===== config.mk =====
export PLATFORM = sky130hd
export DESIGN_NAME = duty_latch_ctrl
export DESIGN_NICKNAME = d
export VERILOG_FILES = /design/src/rtl/dlc_pkg.sv /design/src/rtl/dlc_sequencer.sv /design/src/rtl/dlc_field_cmp.sv /design/src/rtl/dlc_hold_reg.sv /design/src/rtl/duty_latch_ctrl.sv
export SDC_FILE = /design/constraint.sdc
export NUM_CORES = 1
export LEC_CHECK = 0
export ABC_AREA = 1
export BUFFER_PORTS_ARGS = -buffer_cell sky130_fd_sc_hd__buf_4
export CAP_MARGIN = 20
export CORE_ASPECT_RATIO = 1.4
export CORE_MARGIN = 5
export CORE_UTILIZATION = 40
export CTS_BUF_LIST = sky130_fd_sc_hd__clkbuf_2 sky130_fd_sc_hd__clkbuf_4 sky130_fd_sc_hd__clkbuf_8
export DETAILED_ROUTE_END_ITERATION = 10
export HOLD_SLACK_MARGIN = 0.1
export PLACE_DENSITY = 0.67
export SLEW_MARGIN = 30
export SYNTH_ARGS = -nofsm -noshare
export SYNTH_HDL_FRONTEND = slang
export SYNTH_SLANG_ARGS = --single-unit

===== constraint.sdc =====
create_clock -name clk_i -period 1.8 [get_ports clk_i]
set_input_delay 0.09 -clock clk_i [delete_from_list [all_inputs] [get_ports clk_i]]
set_output_delay 0.09 -clock clk_i [all_outputs]
set_load 0.03 [all_outputs]

===== src/rtl/dlc_pkg.sv =====
package dlc_pkg;

  typedef enum logic {
    PH_AWAKE = 1'b0,
    PH_SLEEP = 1'b1
  } phase_e;

  typedef enum logic [1:0] {
    ACT_HOLD = 2'd0,
    ACT_SET  = 2'd1,
    ACT_CLR  = 2'd2
  } act_e;

endpackage


===== src/rtl/dlc_sequencer.sv =====
module dlc_sequencer
  import dlc_pkg::*;
#(
  parameter int AWAKE_CYC  = 12,
  parameter int SLEEP_CYC  = 7000,
  parameter int SETTLE_CYC = 11
) (
  input  logic clk_i,
  input  logic rst_ni,
  output logic pwr_en_o,
  output logic strobe_o
);

  localparam int MAX_CYC = (AWAKE_CYC > SLEEP_CYC) ? AWAKE_CYC : SLEEP_CYC;
  localparam int CNT_W   = $clog2(MAX_CYC + 1);
  localparam logic [CNT_W-1:0] AW_LAST = CNT_W'(AWAKE_CYC - 1);
  localparam logic [CNT_W-1:0] SL_LAST = CNT_W'(SLEEP_CYC - 1);
  localparam logic [CNT_W-1:0] ST_IDX  = CNT_W'(SETTLE_CYC);

  phase_e           phase_q, phase_d;
  logic [CNT_W-1:0] cnt_q, cnt_d;

  always_comb begin
    phase_d = phase_q;
    cnt_d   = cnt_q + 1'b1;
    unique case (phase_q)
      PH_AWAKE: begin
        if (cnt_q == AW_LAST) begin
          phase_d = PH_SLEEP;
          cnt_d   = '0;
        end
      end
      PH_SLEEP: begin
        if (cnt_q == SL_LAST) begin
          phase_d = PH_AWAKE;
          cnt_d   = '0;
        end
      end
      default: begin
        phase_d = PH_AWAKE;
        cnt_d   = '0;
      end
    endcase
  end

  always_ff @(posedge clk_i or negedge rst_ni) begin
    if (!rst_ni) begin
      phase_q <= PH_AWAKE;
      cnt_q   <= '0;
    end else begin
      phase_q <= phase_d;
      cnt_q   <= cnt_d;
    end
  end

  assign pwr_en_o = (phase_q == PH_AWAKE);
  assign strobe_o = (phase_q == PH_AWAKE) && (cnt_q == ST_IDX);

endmodule


===== src/rtl/dlc_field_cmp.sv =====
module dlc_field_cmp
  import dlc_pkg::*;
#(
  parameter int SAMPLE_W = 12,
  parameter int OP_THR   = 30,
  parameter int REL_THR  = -30
) (
  input  logic [SAMPLE_W-1:0] sample_i,
  input  logic                pol_rev_i,
  output act_e                act_o
);

  localparam int EXT_W = SAMPLE_W + 1;
  localparam logic signed [EXT_W-1:0] OP_T  = $signed(EXT_W'(OP_THR));
  localparam logic signed [EXT_W-1:0] REL_T = $signed(EXT_W'(REL_THR));

  logic signed [EXT_W-1:0] ext_s;
  logic signed [EXT_W-1:0] fld_s;

  always_comb begin
    ext_s = $signed({sample_i[SAMPLE_W-1], sample_i});
    fld_s = pol_rev_i ? -ext_s : ext_s;
    if (fld_s > OP_T) begin
      act_o = ACT_SET;
    end else if (fld_s < REL_T) begin
      act_o = ACT_CLR;
    end else begin
      act_o = ACT_HOLD;
    end
  end

endmodule


===== src/rtl/dlc_hold_reg.sv =====
module dlc_hold_reg
  import dlc_pkg::*;
(
  input  logic clk_i,
  input  logic rst_ni,
  input  logic take_i,
  input  act_e act_i,
  output logic on_o
);

  logic on_q;

  always_ff @(posedge clk_i or negedge rst_ni) begin
    if (!rst_ni) begin
      on_q <= 1'b0;
    end else if (take_i) begin
      unique case (act_i)
        ACT_SET: on_q <= 1'b1;
        ACT_CLR: on_q <= 1'b0;
        default: on_q <= on_q;
      endcase
    end
  end

  assign on_o = on_q;

endmodule


===== src/rtl/duty_latch_ctrl.sv =====
module duty_latch_ctrl
  import dlc_pkg::*;
#(
  parameter int AWAKE_CYC  = 12,
  parameter int SLEEP_CYC  = 7000,
  parameter int SETTLE_CYC = 11,
  parameter int SAMPLE_W   = 12,
  parameter int OP_THR     = 30,
  parameter int REL_THR    = -30
) (
  input  logic                clk_i,
  input  logic                rst_ni,
  input  logic                pol_rev_i,
  input  logic                samp_vld_i,
  input  logic [SAMPLE_W-1:0] samp_data_i,
  output logic                samp_rdy_o,
  output logic                pwr_en_o,
  output logic                out_on_o
);

  logic strobe;
  logic take;
  act_e act;

  dlc_sequencer #(
    .AWAKE_CYC (AWAKE_CYC),
    .SLEEP_CYC (SLEEP_CYC),
    .SETTLE_CYC(SETTLE_CYC)
  ) u_seq (
    .clk_i   (clk_i),
    .rst_ni  (rst_ni),
    .pwr_en_o(pwr_en_o),
    .strobe_o(strobe)
  );

  dlc_field_cmp #(
    .SAMPLE_W(SAMPLE_W),
    .OP_THR  (OP_THR),
    .REL_THR (REL_THR)
  ) u_cmp (
    .sample_i (samp_data_i),
    .pol_rev_i(pol_rev_i),
    .act_o    (act)
  );

  assign take = strobe && samp_vld_i;

  dlc_hold_reg u_hold (
    .clk_i (clk_i),
    .rst_ni(rst_ni),
    .take_i(take),
    .act_i (act),
    .on_o  (out_on_o)
  );

  assign samp_rdy_o = strobe;

endmodule


# ---- After elaboration in Yosys (flattened, before gate mapping)
# Cells that the tools add are included.
dict set report op_classes {
  n_bitwise 1
  n_eq_ne 4
  magnitude_cmp 2
  n_reduce_logical 4
  add_sub_neg 2
  n_mux 10
}
# op count
set ops {}
lappend ops {{13-bit two-way mux} 3}
lappend ops {{13-bit one-hot mux with 2 select lines} 1}
lappend ops {{13-bit by 1-bit adder with 13-bit output (second input constant)} 1}
lappend ops {{13-bit == test (second input constant)} 1}
lappend ops {{13-bit by 4-bit == test with 1-bit output (second input constant)} 1}
lappend ops {{13-bit by 6-bit > comparator with 1-bit output (second input constant)} 1}
lappend ops {{13-bit by 6-bit less-than comparator with 1-bit output (second input constant)} 1}
lappend ops {{12-bit negation with 13-bit output} 1}
lappend ops {{2-bit two-way mux} 2}
lappend ops {{1-bit one-hot mux with 2 select lines} 2}
lappend ops {{2-bit by 1-bit == test with 1-bit output (second input constant)} 1}
lappend ops {{2-bit == test (second input constant)} 1}
lappend ops {{1-bit logical AND} 2}
lappend ops {{1-bit two-way mux} 2}
lappend ops {{2-bit AND reduction} 1}
lappend ops {{2-bit nonzero test} 1}
lappend ops {{1-bit NOT} 1}
dict set report totals {
  reg_bits 15
  inputBits 16
  elab_cells 26
  out_inout_bits 3
}

# ---- Depth between registers and ports, before layout
# Gate-level depths: netlist of run 1.
dict set report depth {
  word_depth 8
  depth_mapped 16
  ltp_nobuf 16
}

# ---- Hierarchy
# Synthesis of run 1 repeated with hierarchy kept, for this count alone.
dict set report unflattened {
  hier_cells 210
  hier_area_um2 1313.8
}
# mod seq_area_each_um2 instances cells_each area_each_um2
set by_module_without_submodules {}
lappend by_module_without_submodules {dlc_sequencer 350.3 1 104 789.5}
lappend by_module_without_submodules {dlc_field_cmp 0.0 1 95 451.7}
lappend by_module_without_submodules {dlc_hold_reg 25.0 1 9 65.1}
lappend by_module_without_submodules {duty_latch_ctrl 0.0 1 2 7.5}

# ---- Worst setup path before layout of run 1
# OpenSTA, ideal clock, no wires.
dict set report synth_timing {
  kind {reg2reg}
  startpoint {reg u_seq.cnt_q[0]}
  endpoint {reg u_seq.cnt_q[10]}
  arrival_time_ps 1299
  required_ps 1682
  stages_incl_launch_ff 10
  path_slack_ps 383
  path_buffers 0
  setup_time_ps 118
  synth_period_minus_slack_ps 1417
  path_cell_list {dfrtp_1 -> ha_1 -> nand2_2 -> nor2_2 -> inv_2 -> nor2_4 -> nand2_2 -> nor3_1 -> xor2_1 -> inv_1}
}
dict set report synth_via {
  elab_chain_len 3
  elab_cells_between_ends 6
  cone_classes {1 x add/sub; 2 x eq/ne; 3 x mux}
}
# item line
set synth_lines {}
lappend synth_lines {{start: declaration} dlc_sequencer.sv:21} ;# logic [CNT_W-1:0] cnt_q, cnt_d;
lappend synth_lines {{start signal: assignment} dlc_sequencer.sv:52} ;# cnt_q <= cnt_d;
lappend synth_lines {{13-bit by 1-bit adder with 13-bit output (tied with other cells)} dlc_sequencer.sv:25} ;# cnt_d = cnt_q + 1'b1;
lappend synth_lines {{13-bit two-way mux, on equally long branches} {dlc_sequencer.sv:34, dlc_sequencer.sv:28}}
lappend synth_lines {{13-bit one-hot mux with 2 select lines *} dlc_sequencer.sv:26} ;# unique case (phase_q)
lappend synth_lines {{named net u_seq.cnt_d[10]} dlc_sequencer.sv:21}
# The timed path passes the listed nets; every way through them passes the cells marked *.
# A chain may end at the register's enable or synchronous reset.

# ---- Worst setup path in the final report of run 1
dict set report layout_timing {
  startpoint {reg u_seq.cnt_q[6]}
  endpoint {out samp_rdy_o}
}
dict set report layout_via {
  elab_chain_len 2
}
# item line
set layout_lines {}
lappend layout_lines {{13-bit by 4-bit == test with 1-bit output} dlc_sequencer.sv:57} ;# assign strobe_o = (phase_q == PH_AWAKE) && (cnt_q == ST_IDX);
lappend layout_lines {{1-bit logical AND} dlc_sequencer.sv:57}
lappend layout_lines {{end: declaration} duty_latch_ctrl.sv:16} ;# output logic samp_rdy_o,
# No other way between the ends.

==> results of run 1 <==
[layout make-up]
| type | count | area [um^2] | area share [%] |
|---|---|---|---|
| Tap cell | 40 | 50.05 | 3.140 |
| Clock buffer | 4 | 48.80 | 3.061 |
| Inverter | 36 | 135.1 | 8.477 |
| Timing Repair Buffer | 21 | 160.2 | 10.05 |
| Multi-Input combinational cell | 157 | 824.5 | 51.73 |
| Sequential cell | 15 | 375.4 | 23.55 |
[final timing paths]
kind / startpoint / to / cells past startpoint / slack (ns)
worst max-delay path: u_seq.cnt_q[6] / samp_rdy_o / 4 / 0.16
worst min-delay path: rst_ni / u_seq.phase_q / 2 / 0.23
worst max register to register: u_seq.cnt_q[0] / u_seq.cnt_q[12] / 6 / 0.19
worst min register to register: u_seq.cnt_q[0] / u_seq.cnt_q[0] / 1 / 0.46
max in group asynchronous: rst_ni / u_seq.cnt_q[5] / 2 / 1.39
min in group clk_i: samp_data_i[11] / u_hold.on_o / 6 / 0.24
[critical path, stage by stage (launching register included)]
cell and delay [ns]:
dfrtp_1 0.44, nor4_1 0.37, nand4_1 0.23, inv_1 0.10
buf_4 0.16
[kinds of logic after synthesis]
group / synth area share [%]
xor gates and xnor gates: 2.604
adders and majority gates: 1.860
AOI/OAI and AO/OA: 6.233
buffers and inverters: 10.79
and+or+nand+nor: 50.60
DFF: 27.91
[layer usage]
metal | track usage, % | share of wire, %
met1 | 18.07 | 39
met2 | 30.31 | 55
met3 | 2.138 | 4.0
met4 | 6.349 | 1.4
met5 | 0 | 0
[timing repair]
action,in CTS,in global routing
hold buffers,1,0
endpoints found under the setup margin,0,1
endpoints found under the hold margin,15,0
setup buffers,0,2
[report_power, final]
group	switching [uW]	internal, uW	leakage (uW)	total (uW)
clock	118	172	0.0000262	290
sequential	0.780	339	0.000189	340
combinational	81.8	55.4	0.000618	137
[through the flow]
| stage | cell area [um^2] | hold WS, ns | utilization, % |
|---|---|---|---|
| after global placement | 1520 | -0.04549 | 45.85 |
| after detailed placement | 1520 | -0.04552 | 45.85 |
| after CTS | 1579 | 0.2294 | 47.62 |
| final | 1594 | 0.2263 | 48.08 |
| after global routing | 1594 | 0.2636 | 48.08 |
| after floorplan | 1345 | -0.2056 | - |
[cell usage after synthesis, drive strengths merged (2+ instances only)]
| cell | n |
|---|---|
| nand2 | 64 |
| inv | 36 |
| nor2 | 30 |
| nand3 | 17 |
| dfrtp | 15 |
| nand4 | 10 |
| nor3 | 9 |
| nor4 | 5 |
| nand3b | 4 |
| xor2 | 4 |
| o21ai | 3 |
| buf | 2 |
| ha | 2 |
| nor3b | 2 |
| o21bai | 2 |
[placed cells by master (no fill, tap or decap), drive strengths merged]
master	instances
nor3b	2
a31oi	1
nand2	64
xor2	4
ha	2
o211ai	1
a21oi	1
nor4	5
dfrtp	15
o211a	1
nand4	10
clkbuf	4
o21bai	2
nor3	9
nor2	30
o31ai	1
inv	36
o21ai	3
dlygate4sd3	1
nand3	17
buf	20
nand3b	4
[registers in the layout, summed over array words and instances (netlist names)]
| signal | flops |
|---|---|
| u_seq.cnt_q | 13 |
| u_hold.on_o | 1 |
| u_seq.phase_q | 1 |
==> summary.txt, run 1 <==
Synth Instances: 210
Area contributors post-synth: dfrtp_1, nand2_1, inv_1
Starting Density: 40.57%
Post-synth EDFFs: 0
Vias: 1,397
Iteration-0 DRC count of the detailed router: 54
TNS Setup: 0 ns
Clock root buffer: clkbuf_8
Crit path DAT: 1.55 ns
Cells after DPL: 266
Fin. Hold Viols: 0
Final Critical Period: 1.643 ns
Critical path required time: 1.71 ns
Critical Path Fanout Max: 5
Ys async rst share: 100.0%
Synthesized net count: 228
WL/cell: 12.33 um
Power, Total: 766.8 uW
Synth Cell Area: 1345 um^2
Largest net degree at the start of global routing: 23
Final Worst Setup Slack: 0.1571 ns
Worst rel slew slack: 75.08%
Yosys warns: 0
Clock Skews: 0.003987 ns
Maximum vdd drop: 502.5 uV
Startpoint Class: register
GRT Util Overall: 16.35%
Routed Antenna Nets: 0
Worst-Margin Slew: 0.3737 ns
Die height: 78.61 um
Vias per Instance: 5.117
First-pass GRT wire length: 5.947 mm
Vias in the first global route: 1,375
Top cell type's share of synthesized area: 27.91%
Clock Latency Late Sink: 0.25 ns
CTS tree: done
CTS resizes: 0
Initial antenna violation count: 0
Crit end category: primary output
Netlist cell types: 27
Non-filler cells, final: 273
Port bufs: 18
Synth area leader: dfrtp_1
RSZ-0062 raised after global routing: no
Fin nets: 252
Total gr overflow: 0
Max-Cap Viols: 0
RD Place Congestion: 0.9378
Fillers: 346
Final setup fails: 0
Hold Crit Class: in2async
Number of buffers created by CTS: 3
Worst slack at placement: 0.1181 ns
Achievable Freq: 608.7 MHz
Area Overhead vs Synth: 18.51%
# H-tree levels: 1
#FFs+latches synth: 15
Die width: 59.01 um
Share of layout cells above drive strength 1: 18.45%
Clock Path Buffers: 2
Max Slew Vio Count: 0
CTS sink cnt: 15
FP Rows: 25
Syn_area_per_cell: 6.405 um^2
Leak pwr: 0.0008327 uW
# DRC: 0
HPWL Detailed: 2.654 mm
Synth Flop Type: dfrtp_1
DRT Pass-1 Iters: 4
Ant diodes: 0
Clk slew on worst S/H paths: 0.06 ns
Crit share post-route: 91.27%
Ports: 19
Post-Route WL: 3.367 mm
CORE AREA: 3316 um^2
Die footprint: 4639 um^2
Critical path type: reg2out
Sequential cell area fraction in the yosys report: 27.91%
Cell Pwr Density: 481.1 nW/um^2
Status: finished, final reports clean
Note: power is estimated with default switching activity, not from simulation.
==> inputs of run 2 (changes only) <==
--- a/config.mk
+++ b/config.mk
@@ -14,5 +14,4 @@
 export CTS_BUF_LIST = sky130_fd_sc_hd__clkbuf_2 sky130_fd_sc_hd__clkbuf_4 sky130_fd_sc_hd__clkbuf_8
 export DETAILED_ROUTE_END_ITERATION = 10
-export HOLD_SLACK_MARGIN = 0.1
 export PLACE_DENSITY = 0.67
 export SLEW_MARGIN = 30
==> constraint.sdc (replaced) <==
create_clock -name clk_i -period 1.8 [get_ports clk_i]
set_input_delay 0.36 -clock clk_i [delete_from_list [all_inputs] [get_ports clk_i]]
set_output_delay 0.36 -clock clk_i [all_outputs]
set_load 0.03 [all_outputs]
==> run 2 against run 1 <==
  * Worst hold slack gained 0.26 ns
  * Sequential power is essentially flat
  * Non-clock buffer count is 1 higher
  * Clock power decreased by 2%
  * Critical path type unchanged
==> summary.txt, run 2 (same netlist as run 1, synthesis figures left out) <==
Critical path required time: 1.44 ns
Ports: 19
Port bufs: 18
Crit path DAT: 1.40 ns
RSZ-0062 raised after global routing: yes
Total gr overflow: 0
DRT Pass-1 Iters: 4
Final Worst Setup Slack: 0.03702 ns
Vias: 1,398
Leak pwr: 0.0008441 uW
Hold EP: u_hold.on_o
Vias per Instance: 5.102
Clock Path Buffers: 2
Worst slack at placement: -0.02347 ns
Biggest register: u_seq.cnt_q
Fin. Hold Viols: 0
Slowest cell delay on critical path: 0.44 ns
FF-to-FF path depth: 6
CP top delay family: simple AND/OR/NAND/NOR gates
# H-tree levels: 1
Critical path type: reg2out
Area Overhead vs Synth: 21.30%
HPWL Detailed: 2.641 mm
FP Rows: 25
Status: finished, final reports clean
Initial antenna violation count: 0
Hold Crit Class: reg2reg
Iteration-0 DRC count of the detailed router: 51
Share of layout cells above drive strength 1: 20.51%
Die footprint: 4639 um^2
Startpoint Class: register
Worst r2r dst: u_seq.cnt_q[11]
Fin nets: 253
Register area: 375.4 um^2
Ant diodes: 0
RD Place Congestion: 0.8685
Final instance area: 1632 um^2
Clock Latency Late Sink: 0.25 ns
Clk slew on worst S/H paths: 0.06 ns
Worst-Margin Slew: 0.3791 ns
Achievable Freq: 567.2 MHz
Fillers: 343
Number of buffers created by CTS: 3
Routed Antenna Nets: 0
Clock Skews: 0.001818 ns
CP max-delay cell: dfrtp_1
Worst path bufs/invs: 2
Max Slew Vio Count: 0
CTS tree: done
Starting Density: 40.57%
Hold wc startpoint: u_hold.on_o
Worst path cell trace: nor4_2, nand4_1, inv_1, buf_6
First-pass GRT wire length: 5.651 mm
Post-Route WL: 3.260 mm
Max reg flops: 13
Final setup fails: 0
Worst rel slew slack: 74.73%
Setup slack, reg-to-reg: 0.24 ns
CTS sink cnt: 15
# DRC: 0
GRT Util Overall: 15.56%
Final Critical Period: 1.763 ns
Cell Area, Placed: 1535 um^2
CORE AREA: 3316 um^2
Clock root buffer: clkbuf_8
Die height: 78.61 um
Vias in the first global route: 1,373
Most common cell after layout, fill and taps aside: nand2_1
Critical Path Fanout Max: 5
Crit share post-route: 97.94%
Cell Pwr Density: 467.2 nW/um^2
Max-Cap Viols: 0
WHS Path Cells: 2
Maximum vdd drop: 344.1 uV
Die width: 59.01 um
WL/cell: 11.90 um
Crit end category: primary output
Largest net degree at the start of global routing: 23
Multi-input gate area: 850.8 um^2
Commonest cells after routing, fill and taps aside: nand2_1, inv_1, nor2_1
Worst reg2reg startpoint: u_seq.cnt_q[6]
run 2: cell types whose count changed in the layout (fill, tap and decap cells not counted), sizes merged:
cell  delta
buf      +1
run 2: final cells by class:
class                   instances  area share [%]
well taps                      40           3.067
repair buffers                 22           10.51
inverters                      36           8.282
flip-flops and latches         15           23.01
multi-input cells             157           52.15
clock buffers                   4           2.991
run 2: worst max-delay path by stage:
stage / from / endpoint / cells after the start
finish: u_seq.cnt_q[6] / samp_rdy_o / 4
global route: u_seq.cnt_q[0] / samp_rdy_o / 6
CTS: u_seq.cnt_q[0] / samp_rdy_o / 6
detailed placement: samp_data_i[1] / u_hold.on_o / 14
global placement: samp_data_i[1] / u_hold.on_o / 14
floorplan: samp_data_i[0] / u_hold.on_o / 13
run 2: what timing repair did:
item / CTS / global route
setup buffers: 0 / 1
setup endpoints to repair: 1 / 2
hold buffers: 1 / 0
pin swaps: 0 / 1
hold endpoints to repair: 15 / 0
resized for setup: 2 / 4
run 2: where the power goes:
group	internal, uW	leakage (uW)	switching, uW
Combinational	57.1	0.000629	82.0
Clock	172	0.0000262	111
Sequential	339	0.000189	0.885
run 2: layer usage:
layer,part of all wire [%],vias up,global-route usage [%]
met5,0,-,0
met1,38,642,16.85
met4,3.0,0,7.029
met3,2.9,10,1.645
met2,56,24,28.98
li1,-,722,-
run 2: worst reg2reg max path: cells and delay by family (launching register included):
family | cells | cell delay (ns)
compound gates | 1 | 0.10
flops | 1 | 0.44
buf+inv | 2 | 0.30
simple gates | 3 | 0.59
run 2: metrics by stage:
stage	TNS (ns)	hold slack, ns	power [uW]	cells	utilization (%)
4_1_cts	0	0.4707	768.6	273	48.34
2_1_floorplan	0	0.06441	424.7	210	-
5_1_grt	-0.03533	0.5383	815.5	274	49.21
6_report	0	0.4905	762.3	274	49.21
3_3_place_gp	0	0.2261	484.0	268	46.30
3_5_place_dp	-0.02347	0.2271	484.1	268	46.30
